<file path="config.mk">
export PLATFORM = sky130hd
export DESIGN_NAME = regport_bus
export DESIGN_NICKNAME = d
export VERILOG_FILES = /design/src/rtl/regport_pkg.sv /design/src/rtl/regport_sync.sv /design/src/rtl/regport_wstrobe.sv /design/src/rtl/regport_irq.sv /design/src/rtl/regport_bus.sv
export SDC_FILE = /design/constraint.sdc
export NUM_CORES = 1
export LEC_CHECK = 0
export ABC_AREA = 1
export BUFFER_PORTS_ARGS = -buffer_cell sky130_fd_sc_hd__buf_4
export CORE_ASPECT_RATIO = 0.7
export CORE_MARGIN = 3
export CORE_UTILIZATION = 25
export CTS_CLUSTER_DIAMETER = 100
export DETAILED_ROUTE_END_ITERATION = 10
export PLACE_DENSITY = 0.39
export REMOVE_ABC_BUFFERS = 1
export SETUP_SLACK_MARGIN = 0.2
export SYNTH_ARGS = -nofsm -noshare
export SYNTH_HDL_FRONTEND = slang
export SYNTH_SLANG_ARGS = --single-unit
</file>
<file path="constraint.sdc">
create_clock -name clk -period 3.2 [get_ports clk]
set_clock_uncertainty 0.15 [all_clocks]
set_input_delay 0.16 -clock clk [delete_from_list [all_inputs] [get_ports clk]]
set_output_delay 0.16 -clock clk [all_outputs]
set_load 0.05 [all_outputs]
</file>
<file path="src/rtl/regport_pkg.sv">
package regport_pkg;
  localparam int unsigned DW    = 32;
  localparam int unsigned LANES = DW / 8;
  localparam int unsigned AW    = 5;

  // Byte-lane merge for both widths; merging into zero yields the written-ones mask.
  function automatic logic [DW-1:0] lane_merge(
    input logic [DW-1:0]    old_v,
    input logic [DW-1:0]    wd,
    input logic [LANES-1:0] be_n,
    input logic             m16
  );
    logic [LANES-1:0] en;
    logic [DW-1:0]    src;
    logic [DW-1:0]    res;
    if (m16) begin
      en  = be_n[3] ? {~be_n[1], ~be_n[0], 2'b00} : {2'b00, ~be_n[1], ~be_n[0]};
      src = {wd[15:0], wd[15:0]};
    end else begin
      en  = ~be_n;
      src = wd;
    end
    for (int i = 0; i < LANES; i++)
      res[8*i +: 8] = en[i] ? src[8*i +: 8] : old_v[8*i +: 8];
    return res;
  endfunction

  // Read lane steering: 16-bit mode returns the selected half on the low lines.
  function automatic logic [DW-1:0] read_lanes(
    input logic [DW-1:0] v,
    input logic          m16,
    input logic          a1
  );
    logic [15:0] hi;
    logic [15:0] lo;
    hi = m16 ? 16'h0000 : v[31:16];
    lo = (m16 && a1) ? v[31:16] : v[15:0];
    return {hi, lo};
  endfunction
endpackage

</file>
<file path="src/rtl/regport_sync.sv">
module regport_sync #(
  parameter int unsigned W = 1,
  parameter logic [W-1:0] RST_VAL = '0
) (
  input  logic         clk,
  input  logic         rst_n,
  input  logic [W-1:0] d,
  output logic [W-1:0] q
);
  logic [W-1:0] stage1;

  always_ff @(posedge clk or negedge rst_n) begin
    if (!rst_n) begin
      stage1 <= RST_VAL;
      q      <= RST_VAL;
    end else begin
      stage1 <= d;
      q      <= stage1;
    end
  end
endmodule

</file>
<file path="src/rtl/regport_wstrobe.sv">
module regport_wstrobe
  import regport_pkg::*;
(
  input  logic             clk,
  input  logic             rst_n,
  input  logic             cs_n,
  input  logic             wr_n,
  input  logic [AW-1:0]    addr,
  input  logic [DW-1:0]    dq_i,
  input  logic [LANES-1:0] be_n,
  output logic             commit,
  output logic [AW-1:0]    w_addr,
  output logic [DW-1:0]    w_data,
  output logic [LANES-1:0] w_be_n
);
  logic [1:0] strb_s;
  logic       act;
  logic       act_q;

  regport_sync #(.W(2), .RST_VAL(2'b11)) u_sync (
    .clk   (clk),
    .rst_n (rst_n),
    .d     ({cs_n, wr_n}),
    .q     (strb_s)
  );

  assign act    = ~strb_s[1] & ~strb_s[0];
  assign commit = act_q & ~act;

  always_ff @(posedge clk or negedge rst_n) begin
    if (!rst_n) begin
      act_q  <= 1'b0;
      w_addr <= '0;
      w_data <= '0;
      w_be_n <= '1;
    end else begin
      act_q <= act;
      if (act) begin
        w_addr <= addr;
        w_data <= dq_i;
        w_be_n <= be_n;
      end
    end
  end
endmodule

</file>
<file path="src/rtl/regport_irq.sv">
module regport_irq #(
  parameter int unsigned IRQ_W = 8
) (
  input  logic             clk,
  input  logic             rst_n,
  input  logic [IRQ_W-1:0] evt,
  input  logic [IRQ_W-1:0] clr,
  input  logic [IRQ_W-1:0] ien,
  output logic [IRQ_W-1:0] isr,
  output logic             irq_n
);
  always_ff @(posedge clk or negedge rst_n) begin
    if (!rst_n) isr <= '0;
    else        isr <= (isr & ~clr) | evt;
  end

  assign irq_n = ~|(isr & ien);
endmodule

</file>
<file path="src/rtl/regport_bus.sv">
module regport_bus
  import regport_pkg::*;
#(
  parameter int unsigned REG_COUNT = 4,
  parameter int unsigned IRQ_W     = 8,
  parameter int unsigned ISR_ADDR  = 30,
  parameter int unsigned IEN_ADDR  = 31
) (
  input  logic             clk,
  input  logic             rst_n,
  input  logic             mode16,
  input  logic             cs_n,
  input  logic             rd_n,
  input  logic             wr_n,
  input  logic [3:0]       be_n,
  input  logic [4:0]       addr,
  input  logic [31:0]      dq_i,
  output logic [31:0]      dq_o,
  output logic [1:0]       dq_oe,
  input  logic [IRQ_W-1:0] irq_event,
  output logic             irq_n
);
  localparam logic [AW-1:0] ISR_A = AW'(ISR_ADDR);
  localparam logic [AW-1:0] IEN_A = AW'(IEN_ADDR);

  logic             wr_commit;
  logic [AW-1:0]    w_addr;
  logic [DW-1:0]    w_data;
  logic [LANES-1:0] w_be_n;
  logic [DW-1:0]    w_ones;
  logic [IRQ_W-1:0] isr_q;
  logic [IRQ_W-1:0] ien_q;
  logic [IRQ_W-1:0] isr_clr;
  logic [DW-1:0]    bank_q [REG_COUNT];
  logic [DW-1:0]    rd_word;
  logic             rd_en;

  regport_wstrobe u_wstrobe (
    .clk    (clk),
    .rst_n  (rst_n),
    .cs_n   (cs_n),
    .wr_n   (wr_n),
    .addr   (addr),
    .dq_i   (dq_i),
    .be_n   (be_n),
    .commit (wr_commit),
    .w_addr (w_addr),
    .w_data (w_data),
    .w_be_n (w_be_n)
  );

  // Bits the processor wrote as one in enabled lanes.
  assign w_ones  = lane_merge('0, w_data, w_be_n, mode16);
  assign isr_clr = (wr_commit && w_addr == ISR_A) ? w_ones[IRQ_W-1:0] : '0;

  genvar g;
  generate
    for (g = 0; g < REG_COUNT; g++) begin : g_bank
      always_ff @(posedge clk or negedge rst_n) begin
        if (!rst_n)
          bank_q[g] <= '0;
        else if (wr_commit && w_addr == AW'(g))
          bank_q[g] <= lane_merge(bank_q[g], w_data, w_be_n, mode16);
      end
    end
  endgenerate

  logic [DW-1:0] ien_wide;
  assign ien_wide = DW'(ien_q);

  always_ff @(posedge clk or negedge rst_n) begin
    if (!rst_n)
      ien_q <= '0;
    else if (wr_commit && w_addr == IEN_A)
      ien_q <= lane_merge(ien_wide, w_data, w_be_n, mode16)[IRQ_W-1:0];
  end

  regport_irq #(.IRQ_W(IRQ_W)) u_irq (
    .clk   (clk),
    .rst_n (rst_n),
    .evt   (irq_event),
    .clr   (isr_clr),
    .ien   (ien_q),
    .isr   (isr_q),
    .irq_n (irq_n)
  );

  always_comb begin
    rd_word = '0;
    if (addr == ISR_A)
      rd_word = DW'(isr_q);
    else if (addr == IEN_A)
      rd_word = ien_wide;
    else
      for (int i = 0; i < REG_COUNT; i++)
        if (addr == AW'(i)) rd_word = bank_q[i];
  end

  assign rd_en = ~cs_n & ~rd_n;
  assign dq_o  = read_lanes(rd_word, mode16, be_n[3]);
  assign dq_oe = {rd_en & ~mode16, rd_en};
endmodule

</file>
Yosys cells after proc, flatten, opt, wreduce, memory -nomap -nowiden
Index checks and enable logic that the tools add are counted.
W data, S select, Z words.
- register bits after elaboration: 190
- logic and storage cells: 97
- eq/ne operators: 10
- multiplexer cells: 18
- bitwise logic cells: 17
- reduce and logical (&&, ||, !) cells: 28
- operators with widths (operator ; count):
    $mux W32 ; 7
    $reduce_and A2 Y1 ; 17
    $mux W16 ; 2
    $mux W4 ; 6
    $eq A5 B2 Y1 const B ; 4
    $eq A5 B5 Y1 const B ; 4
    $and A8 B8 Y8 ; 2
    $mux W8 ; 2
    $eq A5 B1 Y1 const B ; 2
    $logic_not A5 Y1 ; 2
    $not A1 Y1 ; 8
    $not A8 Y8 ; 1
    $or A8 B8 Y8 ; 1
    $reduce_or A8 Y1 ; 1
    $logic_and A1 B1 Y1 ; 7
    $and A1 B1 Y1 ; 4
    $not A4 Y4 ; 1
    $logic_not A1 Y1 ; 1
    $mux W1 ; 1

Logic depth before layout (Yosys ltp)
- word-level depth: 9
- mapped depth: 11

Hierarchy
A second synthesis with hierarchy kept.
- cells, all modules: 1102
- area total of the unflattened synthesis: 8891.0 um^2
- modules (own cells, without submodules) (module ; instances ; cells each ; area each (um^2) ; sequential area each (um^2)):
    regport_bus ; 1 ; 875 ; 6729.0 ; 3403.3
    regport_wstrobe ; 1 ; 180 ; 1695.4 ; 1056.0
    regport_irq ; 1 ; 43 ; 361.6 ; 200.2
    regport_sync ; 1 ; 4 ; 105.1 ; 105.1

Worst setup path before layout
OpenSTA, ideal clock, no wires.
- kind: input port to output port
- start point: input addr[1]
- end point: output dq_o[26]
- arrival time: 1763 ps
- path slack: 1127 ps
- cell stages on the path: 9
- cells stage by stage: buf_2 -> nor2_1 -> buf_2 -> nand3_1 -> o21ai_0 -> inv_1 -> nand2_1 -> nand2_1 -> nor2_1
- longest elaborated chain between the ends: 8
- RTL lines (item ; line ; text):
    start: declaration ; regport_bus.sv:16 ; input logic [4:0] addr,
    $logic_not A5 Y1 ; regport_bus.sv:96 ; if (addr == AW'(i)) rd_word = bank_q[i];
    $mux W32 (4 in series) ; regport_bus.sv:96 ;
    $mux W32 ; regport_bus.sv:92 ; else if (addr == IEN_A)
    $mux W32 (*) ; regport_bus.sv:90 ; if (addr == ISR_A)
    $mux W16 (*) ; regport_pkg.sv:36 ; hi = m16 ? 16'h0000 : v[31:16];
    end: declaration ; regport_bus.sv:18 ; output logic [31:0] dq_o,
Every way passes the cells marked *; elsewhere a longest branch is shown, timed or not.

Worst setup path after layout
- start point: input addr[4]
- end point: output dq_o[7]
- longest elaborated chain between the ends: 8
- RTL lines (item ; line ; text):
    $logic_not A5 Y1 ; regport_bus.sv:96 ;
    $mux W32 (4 in series) ; regport_bus.sv:96 ;
    $mux W32 ; regport_bus.sv:92 ;
    $mux W32 (*) ; regport_bus.sv:90 ;
    $mux W16 (*) ; regport_pkg.sv:37 ; lo = (m16 && a1) ? v[31:16] : v[15:0];
Marks and branches as above.

==> metrics.md <==
| Metric | Value |
|---|---|
| Detailed placement HPWL | 21.7 mm |
| CTS tree | yes |
| Synthesis-to-layout area growth | 26.4% |
| Height of the die | roughly 160 um |
| Setup Viol. Count Final | 0 |
| Mapped cell area | around 9000 um2 |
| Number of buffers between clock root and the deepest sink | 2 |
| Arrival time worst endpoint | around 2.6 ns |
| Number of routed nets with antenna violations | 0 |
| # Max-Cap Violations | 0 |
| Post-layout instance count excluding filler cells | 1752 |
| Ys Warns | 0 |
| Number of antenna violations at the first check in global routing | 0 |
| Routed wire length | ~32 mm |
| Die outline width | between 200 and 250 um |
| Number of buffers inserted to repair setup after CTS | 0 |
| Min Hold Slack | 0.0836 ns |
| Max frequency | between 300 and 400 MHz |
| Final worst-path cycle share | 0.899 |
| Num Clock Sinks | between 150 and 200 |
| Peak supply drop | 0.404 mV |
| Nets@finish | 1322 |
| Critical path, cell by cell | dlygate4sd3_1 > buf_4 > nor2_4 > nand2_2 > inv_2 > buf_4 > nand3b_1 > nand2_1 > nand4_1 > nand2_1 > nand2_1 > buf_4 |
| Final Hold Violating Endpoints | 0 |
| DIE AREA | 38400 um2 |
| Starting utilization of the core area | 0.257 |
| ANT cells | 0 |
| Sequential cell area fraction in the yosys report | 0.529 |
| Hold/Removal Path Class | in2async |
| CTS buffer count | 17 |
| Overflow after GRT | 0 |
| Slowest stage cell, crit path | sky130_fd_sc_hd__dlygate4sd3_1 |
| Worst setup EP type | primary output |
| Area occupied by multi-input gates | 3580 um2 |
| DRC violations left | 0 |
| Count of boundary I/O pins | 90 |
| Leakage | roughly 5.3 nW |
| CP Data Required Time | 2.89 ns |
| CTS root buf | sky130_fd_sc_hd__clkbuf_16 |
| All-layer global routing usage | 0.169 |
| I/O Buffers | 89 |
| Number of inserted filler cells in the final layout | between 3000 and 4000 |
| Vias in the first global route | 7773 |
| Setup repair after global routing missed its margin | true |
| Max stage delay on crit path | about 0.56 ns |
| Cells after synthesis | between 1000 and 1500 |
| Max-slew violations | 0 |
| Routed via count | 7937 |
| Summed negative setup slack over all endpoints | 0 ns |
| Register bit count reported by yosys | 190 |
| Crit path time final | about 2.9 ns |
| Average cell area after synthesis | ~7.9 um2 |
| Clock edge transition at the registers on the reported setup and hold paths | about 0.07 ns |
| Slew of the pin with the lowest slew margin | roughly 0.85 ns |
| Highest net fanout along the worst path | 17 |
| Slew margin rel. | 0.432 |
| Critical Setup Path Class | in2out |
| P per Cell Area | ~550 nW/um2 |
| First-pass GRT wire length | slightly below 50 mm |
| Detailed Route Iter0 Violations | 681 |
| Largest net degree at the start of global routing | between 70 and 80 |
| Result of the run | finished, final reports clean |
| DP Area | 10200 um2 |
| H-tree levels | 4 |
| Utilization after layout | 0.324 |
| RePlAce Congestion | ~0.8 |
| Register-to-Register Path Depth | 7 |
| Placeable core region | approximately 35000 um2 |
| Final standard cell area without fillers | around 11000 um2 |
| Via density | ~4.5 |
| Cell count after placement | 1669 |
| Critical path startpoint category | primary input |
| Number of detailed-route iterations in the first pass | 5 |
| Cell row count | 57 |
| Number of distinct library cells after synthesis | 31 |
| Footprint of the flip-flops and latches | approximately 4800 um2 |
| Clock insertion delay at the later pin of the skew report | approximately 0.45 ns |
| Proportion of layout cells with a drive suffix above 1 | 0.138 |
| Routed WL per cell | between 15 and 20 um |
[state kept, by name, indices dropped and copies added, names as in the netlist, 2 cells and up]
signal	flops
bank_q	128
ien_q	8
u_irq.isr	8
u_wstrobe.u_sync.q	2
u_wstrobe.u_sync.stage1	2
u_wstrobe.w_addr	5
u_wstrobe.w_be_n	4
u_wstrobe.w_data	32
[power breakdown]
group	switching [mW]	leakage, nW	internal, mW
clock network	0.980	0.306	1.35
registers	0.195	2.44	2.78
logic	0.637	2.57	0.339
[cell usage after synthesis]
cell type / number / area [um2]
sky130_fd_sc_hd__o21ai_2: 1 / 8.76
sky130_fd_sc_hd__o31ai_1: 6 / 45.0
sky130_fd_sc_hd__buf_2: 20 / 100
sky130_fd_sc_hd__o22ai_1: 1 / 6.26
sky130_fd_sc_hd__nand2_1: 344 / 1290
sky130_fd_sc_hd__nand3_1: 64 / 320
sky130_fd_sc_hd__buf_4: 4 / 30.0
sky130_fd_sc_hd__buf_1: 1 / 3.75
sky130_fd_sc_hd__nor2_2: 5 / 31.3
sky130_fd_sc_hd__nor3_1: 6 / 30.0
sky130_fd_sc_hd__a31oi_1: 7 / 43.8
sky130_fd_sc_hd__nor4_2: 1 / 12.5
sky130_fd_sc_hd__nor2_4: 2 / 22.5
sky130_fd_sc_hd__nor4_4: 1 / 21.3
sky130_fd_sc_hd__o211ai_1: 1 / 7.51
sky130_fd_sc_hd__dfstp_2: 8 / 210
sky130_fd_sc_hd__nand2_2: 4 / 25.0
sky130_fd_sc_hd__o21bai_1: 5 / 37.5
sky130_fd_sc_hd__inv_1: 113 / 424
sky130_fd_sc_hd__dfrtp_1: 182 / 4550
sky130_fd_sc_hd__nor2_1: 72 / 270
sky130_fd_sc_hd__a21oi_1: 16 / 80.1
sky130_fd_sc_hd__nand3b_1: 7 / 52.6
sky130_fd_sc_hd__clkbuf_1: 28 / 105
sky130_fd_sc_hd__o21ai_0: 179 / 896
sky130_fd_sc_hd__mux2_2: 2 / 22.5
sky130_fd_sc_hd__inv_2: 3 / 11.3
sky130_fd_sc_hd__or2_2: 6 / 37.5
sky130_fd_sc_hd__a21oi_4: 1 / 16.3
sky130_fd_sc_hd__nand4_1: 40 / 250
sky130_fd_sc_hd__o21ai_1: 8 / 40.0
[repair_timing]
action,in CTS,in global routing
hold buffers,51,0
endpoints found under the hold margin,104,0
resized for setup,0,3
setup endpoints to repair,0,18
[path summary, 6_finish.rpt]
kind                                            start                     to  slack, ns
setup reg to reg                  u_wstrobe.w_be_n[3]            bank_q[115]       0.88
setup / recovery                              addr[4]                dq_o[7]       0.32
hold / removal                                  rst_n   u_wstrobe.w_data[18]       0.08
max in group asynchronous                       rst_n    u_wstrobe.w_be_n[3]       1.97
min in group clk                              addr[0]    u_wstrobe.w_addr[0]       0.17
hold reg to reg            u_wstrobe.u_sync.stage1[1]  u_wstrobe.u_sync.q[1]       0.24
[layout by cell type (no fill, tap or decap), types with 5 or more instances in the layout]
cell type / n
sky130_fd_sc_hd__nor3_1: 6
sky130_fd_sc_hd__a31oi_1: 7
sky130_fd_sc_hd__o21ai_0: 179
sky130_fd_sc_hd__clkbuf_16: 17
sky130_fd_sc_hd__nor2_1: 70
sky130_fd_sc_hd__nand3_1: 64
sky130_fd_sc_hd__nand2_1: 344
sky130_fd_sc_hd__inv_1: 112
sky130_fd_sc_hd__a21oi_1: 16
sky130_fd_sc_hd__or2_2: 6
sky130_fd_sc_hd__nand4_1: 40
sky130_fd_sc_hd__buf_4: 108
sky130_fd_sc_hd__dfstp_2: 8
sky130_fd_sc_hd__nor2_2: 6
sky130_fd_sc_hd__o21ai_1: 8
sky130_fd_sc_hd__o21bai_1: 5
sky130_fd_sc_hd__dfrtp_1: 182
sky130_fd_sc_hd__nand3b_1: 7
sky130_fd_sc_hd__dlygate4sd3_1: 51
sky130_fd_sc_hd__o31ai_1: 6
[kinds of logic (layout without fill, tap and decap cells)]
family | count (synthesis) | count (layout) | synth area share
AND/OR/NAND/NOR | 552 | 552 | 0.263
AO/OA/AOI/OAI | 225 | 225 | 0.131
flip-flops | 190 | 190 | 0.529
buffers and inverters | 169 | 311 | 0.0749
multiplexers | 2 | 2 | 0.00250
[per-layer routing]
metal | GRT usage | wire length [um] | vias to the layer above
li1 | - | - | 3947
met1 | 0.265 | 17100 | 3832
met2 | 0.241 | 13000 | 146
met3 | 0.0300 | 1260 | 12
met4 | 0.0352 | 230 | 0
met5 | 0 | 0 | -
[critical path: cells and delay by family]
kind | cells | cell delay, ns
buffers and inverters | 5 | 1.44
and+or+nand+nor | 7 | 0.95
[metrics by stage]
stage,power (mW),setup WS [ns]
floorplan,3.52,-0.00894
CTS,6.35,0.310
global placement,3.94,0.792
finish,6.28,0.324
global route,6.62,0.209
detailed placement,3.95,0.792
[cell type report]
type | count | share of cell area
Clock buffer | 23 | 0.0411
Clock inverter | 9 | 0.0137
Inverter | 116 | 0.0386
Multi-Input combinational cell | 779 | 0.314
Sequential cell | 190 | 0.419
Tap cell | 472 | 0.0519
Timing Repair Buffer | 163 | 0.122
No activity file was read; power rests on OpenSTA's default activity.
